## config.mk

```make
export PLATFORM = sky130hd
export DESIGN_NAME = mem_slice_datapath
export DESIGN_NICKNAME = d
export VERILOG_FILES = /design/src/rtl/slice_dp_pkg.sv /design/src/rtl/slice_par_gen.sv /design/src/rtl/slice_rd_capture.sv /design/src/rtl/slice_host_oe.sv /design/src/rtl/slice_wr_path.sv /design/src/rtl/slice_strap.sv /design/src/rtl/mem_slice_datapath.sv
export SDC_FILE = /design/constraint.sdc
export NUM_CORES = 1
export LEC_CHECK = 0
export BUFFER_PORTS_ARGS = -buffer_cell sky130_fd_sc_hd__buf_2
export CORE_MARGIN = 2
export CORE_UTILIZATION = 50
export CTS_BUF_LIST = sky130_fd_sc_hd__clkbuf_4 sky130_fd_sc_hd__clkbuf_8 sky130_fd_sc_hd__clkbuf_16
export CTS_CLUSTER_DIAMETER = 60
export DETAILED_ROUTE_END_ITERATION = 10
export GPL_TIMING_DRIVEN = 0
export HOLD_SLACK_MARGIN = 0.06
export PLACE_DENSITY_LB_ADDON = 0.05
export SYNTH_ARGS = -nofsm -noshare
export SYNTH_HDL_FRONTEND = slang
export SYNTH_HIERARCHICAL = 1
export SYNTH_SLANG_ARGS = --single-unit
```

## constraint.sdc

```tcl
create_clock -name clk -period 2.15 [get_ports clk]
set_input_delay 0.43 -clock clk [delete_from_list [all_inputs] [get_ports clk]]
set_output_delay 0.43 -clock clk [all_outputs]
set_load 0.1 [all_outputs]
```

## src/rtl/slice_dp_pkg.sv

```systemverilog
package slice_dp_pkg;
  localparam int CMD_W = 5;
  localparam logic [CMD_W-1:0] HCMD_IDLE  = 5'b00000;
  localparam logic [CMD_W-1:0] HCMD_RDDRV = 5'b00001;

  typedef enum logic [1:0] {
    OE_HOLD  = 2'd0,
    OE_SET   = 2'd1,
    OE_CLEAR = 2'd2
  } oe_action_e;
endpackage

```

## src/rtl/slice_par_gen.sv

```systemverilog
module slice_par_gen #(
  parameter int DATA_W = 32,
  parameter int BYTE_W = 8,
  localparam int NB    = DATA_W / BYTE_W
) (
  input  logic [DATA_W-1:0] data_i,
  output logic [NB-1:0]     par_o
);
  for (genvar b = 0; b < NB; b++) begin : g_byte
    assign par_o[b] = ^data_i[b*BYTE_W +: BYTE_W];
  end
endmodule

```

## src/rtl/slice_rd_capture.sv

```systemverilog
module slice_rd_capture #(
  parameter int DATA_W = 32,
  parameter int BYTE_W = 8,
  localparam int NB    = DATA_W / BYTE_W
) (
  input  logic              clk,
  input  logic              rst,
  input  logic              latch_en_i,
  input  logic [DATA_W-1:0] mem_d_i,
  input  logic [NB-1:0]     mem_p_i,
  output logic [DATA_W-1:0] cap_d_o,
  output logic [NB-1:0]     cap_p_o,
  output logic [NB-1:0]     perr_o
);
  logic [DATA_W-1:0] cap_d;
  logic [NB-1:0]     cap_p;
  logic              cap_vld;
  logic [NB-1:0]     recomputed;

  always_ff @(posedge clk) begin
    if (rst) begin
      cap_d   <= '0;
      cap_p   <= '0;
      cap_vld <= 1'b0;
    end else begin
      cap_vld <= latch_en_i;
      if (latch_en_i) begin
        cap_d <= mem_d_i;
        cap_p <= mem_p_i;
      end
    end
  end

  slice_par_gen #(.DATA_W(DATA_W), .BYTE_W(BYTE_W)) u_chk_par (
    .data_i (cap_d),
    .par_o  (recomputed)
  );

  always_ff @(posedge clk) begin
    if (rst)          perr_o <= '0;
    else if (cap_vld) perr_o <= recomputed ^ cap_p;
    else              perr_o <= '0;
  end

  assign cap_d_o = cap_d;
  assign cap_p_o = cap_p;
endmodule

```

## src/rtl/slice_host_oe.sv

```systemverilog
module slice_host_oe
  import slice_dp_pkg::*;
(
  input  logic             clk,
  input  logic             rst,
  input  logic             latch_en_i,
  input  logic [CMD_W-1:0] host_cmd_i,
  output logic             host_oe_o
);
  logic       le_q;
  logic       le_rise;
  oe_action_e act;

  assign le_rise = latch_en_i & ~le_q;

  always_comb begin
    act = OE_HOLD;
    if (host_cmd_i == HCMD_RDDRV)                act = OE_SET;
    else if (host_cmd_i == HCMD_IDLE && le_rise) act = OE_CLEAR;
  end

  always_ff @(posedge clk) begin
    if (rst) begin
      le_q      <= 1'b0;
      host_oe_o <= 1'b0;
    end else begin
      le_q <= latch_en_i;
      case (act)
        OE_SET:   host_oe_o <= 1'b1;
        OE_CLEAR: host_oe_o <= 1'b0;
        default:  host_oe_o <= host_oe_o;
      endcase
    end
  end
endmodule

```

## src/rtl/slice_wr_path.sv

```systemverilog
module slice_wr_path #(
  parameter int DATA_W = 32,
  parameter int BYTE_W = 8,
  localparam int NB    = DATA_W / BYTE_W
) (
  input  logic              clk,
  input  logic              rst,
  input  logic              wr_en_i,
  input  logic [DATA_W-1:0] host_d_i,
  output logic [DATA_W-1:0] mem_d_o,
  output logic [NB-1:0]     mem_p_o,
  output logic              mem_oe_o
);
  logic [NB-1:0] gen_par;

  slice_par_gen #(.DATA_W(DATA_W), .BYTE_W(BYTE_W)) u_gen_par (
    .data_i (host_d_i),
    .par_o  (gen_par)
  );

  always_ff @(posedge clk) begin
    if (rst) begin
      mem_d_o  <= '0;
      mem_p_o  <= '0;
      mem_oe_o <= 1'b0;
    end else begin
      mem_oe_o <= wr_en_i;
      if (wr_en_i) begin
        mem_d_o <= host_d_i;
        mem_p_o <= gen_par;
      end
    end
  end
endmodule

```

## src/rtl/slice_strap.sv

```systemverilog
module slice_strap #(
  parameter int DATA_W  = 32,
  localparam int HALF   = DATA_W / 2,
  localparam int LANE_W = $clog2(2 * DATA_W)
) (
  input  logic              clk,
  input  logic              rst,
  input  logic              strap_hi_i,
  output logic              slice_hi_o,
  output logic [LANE_W-1:0] up_base_o,
  output logic [LANE_W-1:0] lo_base_o
);
  localparam logic [LANE_W-1:0] HALF_L = LANE_W'(HALF);
  localparam logic [LANE_W-1:0] WORD_L = LANE_W'(DATA_W);

  always_ff @(posedge clk) begin
    if (rst) begin
      slice_hi_o <= strap_hi_i;
      up_base_o  <= strap_hi_i ? (WORD_L + HALF_L) : WORD_L;
      lo_base_o  <= strap_hi_i ? HALF_L : '0;
    end
  end
endmodule

```

## src/rtl/mem_slice_datapath.sv

```systemverilog
module mem_slice_datapath
  import slice_dp_pkg::*;
#(
  parameter int DATA_W  = 32,
  parameter int BYTE_W  = 8,
  localparam int NB     = DATA_W / BYTE_W,
  localparam int LANE_W = $clog2(2 * DATA_W)
) (
  input  logic              clk,
  input  logic              rst,
  input  logic              strap_hi_i,
  input  logic [CMD_W-1:0]  host_cmd_i,
  input  logic              latch_en_i,
  input  logic              wr_en_i,
  input  logic [DATA_W-1:0] mem_d_i,
  input  logic [NB-1:0]     mem_p_i,
  input  logic [DATA_W-1:0] host_d_i,
  output logic [DATA_W-1:0] mem_d_o,
  output logic [NB-1:0]     mem_p_o,
  output logic              mem_oe_o,
  output logic [DATA_W-1:0] host_d_o,
  output logic [NB-1:0]     host_p_o,
  output logic              host_oe_o,
  output logic [NB-1:0]     perr_o,
  output logic              slice_hi_o,
  output logic [LANE_W-1:0] lane_up_base_o,
  output logic [LANE_W-1:0] lane_lo_base_o
);
  slice_rd_capture #(.DATA_W(DATA_W), .BYTE_W(BYTE_W)) u_rd (
    .clk        (clk),
    .rst        (rst),
    .latch_en_i (latch_en_i),
    .mem_d_i    (mem_d_i),
    .mem_p_i    (mem_p_i),
    .cap_d_o    (host_d_o),
    .cap_p_o    (host_p_o),
    .perr_o     (perr_o)
  );

  slice_host_oe u_hoe (
    .clk        (clk),
    .rst        (rst),
    .latch_en_i (latch_en_i),
    .host_cmd_i (host_cmd_i),
    .host_oe_o  (host_oe_o)
  );

  slice_wr_path #(.DATA_W(DATA_W), .BYTE_W(BYTE_W)) u_wr (
    .clk      (clk),
    .rst      (rst),
    .wr_en_i  (wr_en_i),
    .host_d_i (host_d_i),
    .mem_d_o  (mem_d_o),
    .mem_p_o  (mem_p_o),
    .mem_oe_o (mem_oe_o)
  );

  slice_strap #(.DATA_W(DATA_W)) u_strap (
    .clk        (clk),
    .rst        (rst),
    .strap_hi_i (strap_hi_i),
    .slice_hi_o (slice_hi_o),
    .up_base_o  (lane_up_base_o),
    .lo_base_o  (lane_lo_base_o)
  );
endmodule

```

==> impl_results.md <==
* Worst-case clock buffer depth at 2
* Startpoint types: flop
* Leakage at 2.406 nW
* All-layer global routing usage at 18.99%
* Setup TNS Final at 0 ps
* Share of layout cells above drive strength 1 at 39.80%
* Vias at 2732
* First-pass GRT wire length at 11450 µm
* Placer Congestion at 0.7431
* RSZ-0062 raised after global routing: false
* DIE AREA at 0.007721 mm²
* Internal at 0.002651 W
* 1st-iter DRT viols at 51
* Post-synthesis sequential area ratio at 46.39%
* Final core occ at 68.71%
* Post-synthesis register bit count at 81
* Layout Nets at 583
* Status: completed
* Largest net degree at the start of global routing at 13
* Critical Path AT at 1220 ps
* Total chip power at 0.004322 W
* Final WL at 7318 µm
* Clock transition at the registers of the reported paths at 80 ps
* Commonest non-fill, non-tap cells in the layout: buf_2 (164), dfxtp_1 (80), nor2_1 (76)
* # IOs at 169
* CTS buffer count at 9
* Worst Hold Depth at 1
* H-tree depth at 3
* Via/cell ratio at 4.508
* Cts repair resizes at 0
* Switching Share at 38.66%
* Avg Inst Size Synth at 10.69 µm²
* Vias in the first global route at 2549
* Seq pwr share at 38.5%
* PwrDens at 925.8 mW/mm²
* Commonest non-fill, non-tap cell in the layout: buf_2
* Final Hold Viols at 0
* FP Rows at 30
* Net Switching at 0.001671 W
* CP Max Fanout at 3
* Initial antenna violation count at 0
* Clock power frac at 27.2%
* Fin cells at 606
* GRT overflow at 0
* Routed length per placed instance at 12.08 µm
* Highest Clock Rate at 0.6061 GHz
* Number of remaining DRC errors at 0
* Die width at 87.87 µm
* Post-CTS setup buffers at 0
* Synth-to-layout area growth at 32.73%
* Initial Util at 51.77%
* Crit end category: output pin
* Core outline area at 0.006794 mm²
* Placed cell count at 590
* Final period util at 76.73%
* Reg2Reg Depth at 5
* Root buffer cell: clkbuf_8
* Max_cap viols at 0
* Logic gate share of total power at 34.4%
* Mapped Cells at 329
* Critical Path RT at 1720 ps
* HPWL reported at the end of detailed placement at 5650 µm
* # diodes at 0
* IR drop worst, VDD at 0.0005872 V
* Port Buffer Count at 157
* Mapped Area at 0.003517 mm²
* Final setup viols at 0
* Final Critical Period at 1650 ps
* HP Class: in2reg
* Clock Latency Late Sink at 340 ps
* Slew Viols, Final at 0
* Post-cts hold buffer count at 0
* Die extent in y at 87.87 µm
* CTS tree: yes
* Yosys warnings at 6
* Skew final at 8.122 ps
* Number of fill cells in the layout at 583
* Sink Count at 81
* Routed Antenna Nets at 0
* Drt first pass iters at 4
* Yosys cell types at 19
* Crit Path Category: reg2out
==> kinds of logic after synthesis <==
logic type	count (synthesis)	share of synthesized area, %
compound gates	2	0.4981
xor+xnor	60	14.94
buf+inv	30	7.933
flops	81	46.39
mux	72	20.49
other cells	2	0.2135
simple gates	82	9.534
==> cell usage after synthesis <==
library cell	number	area [µm²]
conb_1	2	7.510
nor2b_1	3	18.77
edfxtp_1	1	30.03
nand2_1	1	3.750
xnor2_1	52	455.4
buf_4	12	90.09
inv_1	2	7.510
a21oi_2	1	8.760
buf_2	7	35.03
nor4_4	1	21.27
mux2i_1	72	720.7
nor2_1	76	285.3
a31o_2	1	8.760
buf_1	1	3.750
xor2_1	8	70.07
buf_6	2	22.52
nand2b_1	1	6.260
dfxtp_1	80	1602
buf_12	6	120.1
==> critical path, cell delays in order (launching register included) <==
cell and delay (ps):
edfxtp_1 370, buf_4 110, buf_2 410
==> path summary, 6_finish.rpt <==
path / from / to / slack (ps)
hold reg to reg: u_wr/mem_p_o[0] / u_wr/mem_p_o[0] / 490
setup reg to reg: u_rd/cap_d_o[2] / u_rd/perr_o[0] / 940
setup / recovery: u_strap/lo_base_o[4] / lane_up_base_o[4] / 500
hold / removal: strap_hi_i / u_strap/lo_base_o[4] / 270
==> flip-flops by register name, summed over array words and instances, names as in the netlist <==
name / cells
u_hoe/host_oe_o: 1
u_hoe/le_q: 1
u_rd/cap_d_o: 32
u_rd/cap_p_o: 4
u_rd/cap_vld: 1
u_rd/perr_o: 4
u_strap/lo_base_o: 1
u_wr/mem_d_o: 32
u_wr/mem_oe_o: 1
u_wr/mem_p_o: 4
==> power by group through the flow <==
stage               registers [W]  clock network [W]  logic (W)
floorplan                 0.00240                  0   0.000535
global placement          0.00169                  0    0.00148
detailed placement        0.00170                  0    0.00149
CTS                       0.00166            0.00120    0.00150
global route              0.00168            0.00127    0.00156
finish                    0.00166            0.00117    0.00149
==> metal layers <==
metal	track usage, %	wire (µm)
met1	22.12	2991
met2	32.64	3634
met3	5.655	597
met4	7.692	95
met5	0	0
==> layout make-up <==
cell class              count  area [µm²]  area share [%]
clock inverters             2       35.03          0.7505
well taps                  96       120.1           2.573
plain buffers              28       271.5           5.816
flip-flops and latches     81        1632           34.95
multi-input cells         226        1637           35.06
clock buffers              14       180.2           3.860
inverters                   2       7.507          0.1608
repair buffers            157       785.8           16.83
==> metrics by stage <==
stage | setup slack, ps | hold slack, ps | area (µm²)
after global routing | 420.2 | 244.4 | 4668
final | 500.2 | 267.4 | 4668
after detailed placement | 712.6 | 474.8 | 4453
after floorplan | 355.0 | 482.1 | 3547
after global placement | 724.2 | 468.7 | 4453
after CTS | 476.8 | 246.8 | 4668
Power figures use the tool's default switching activity.
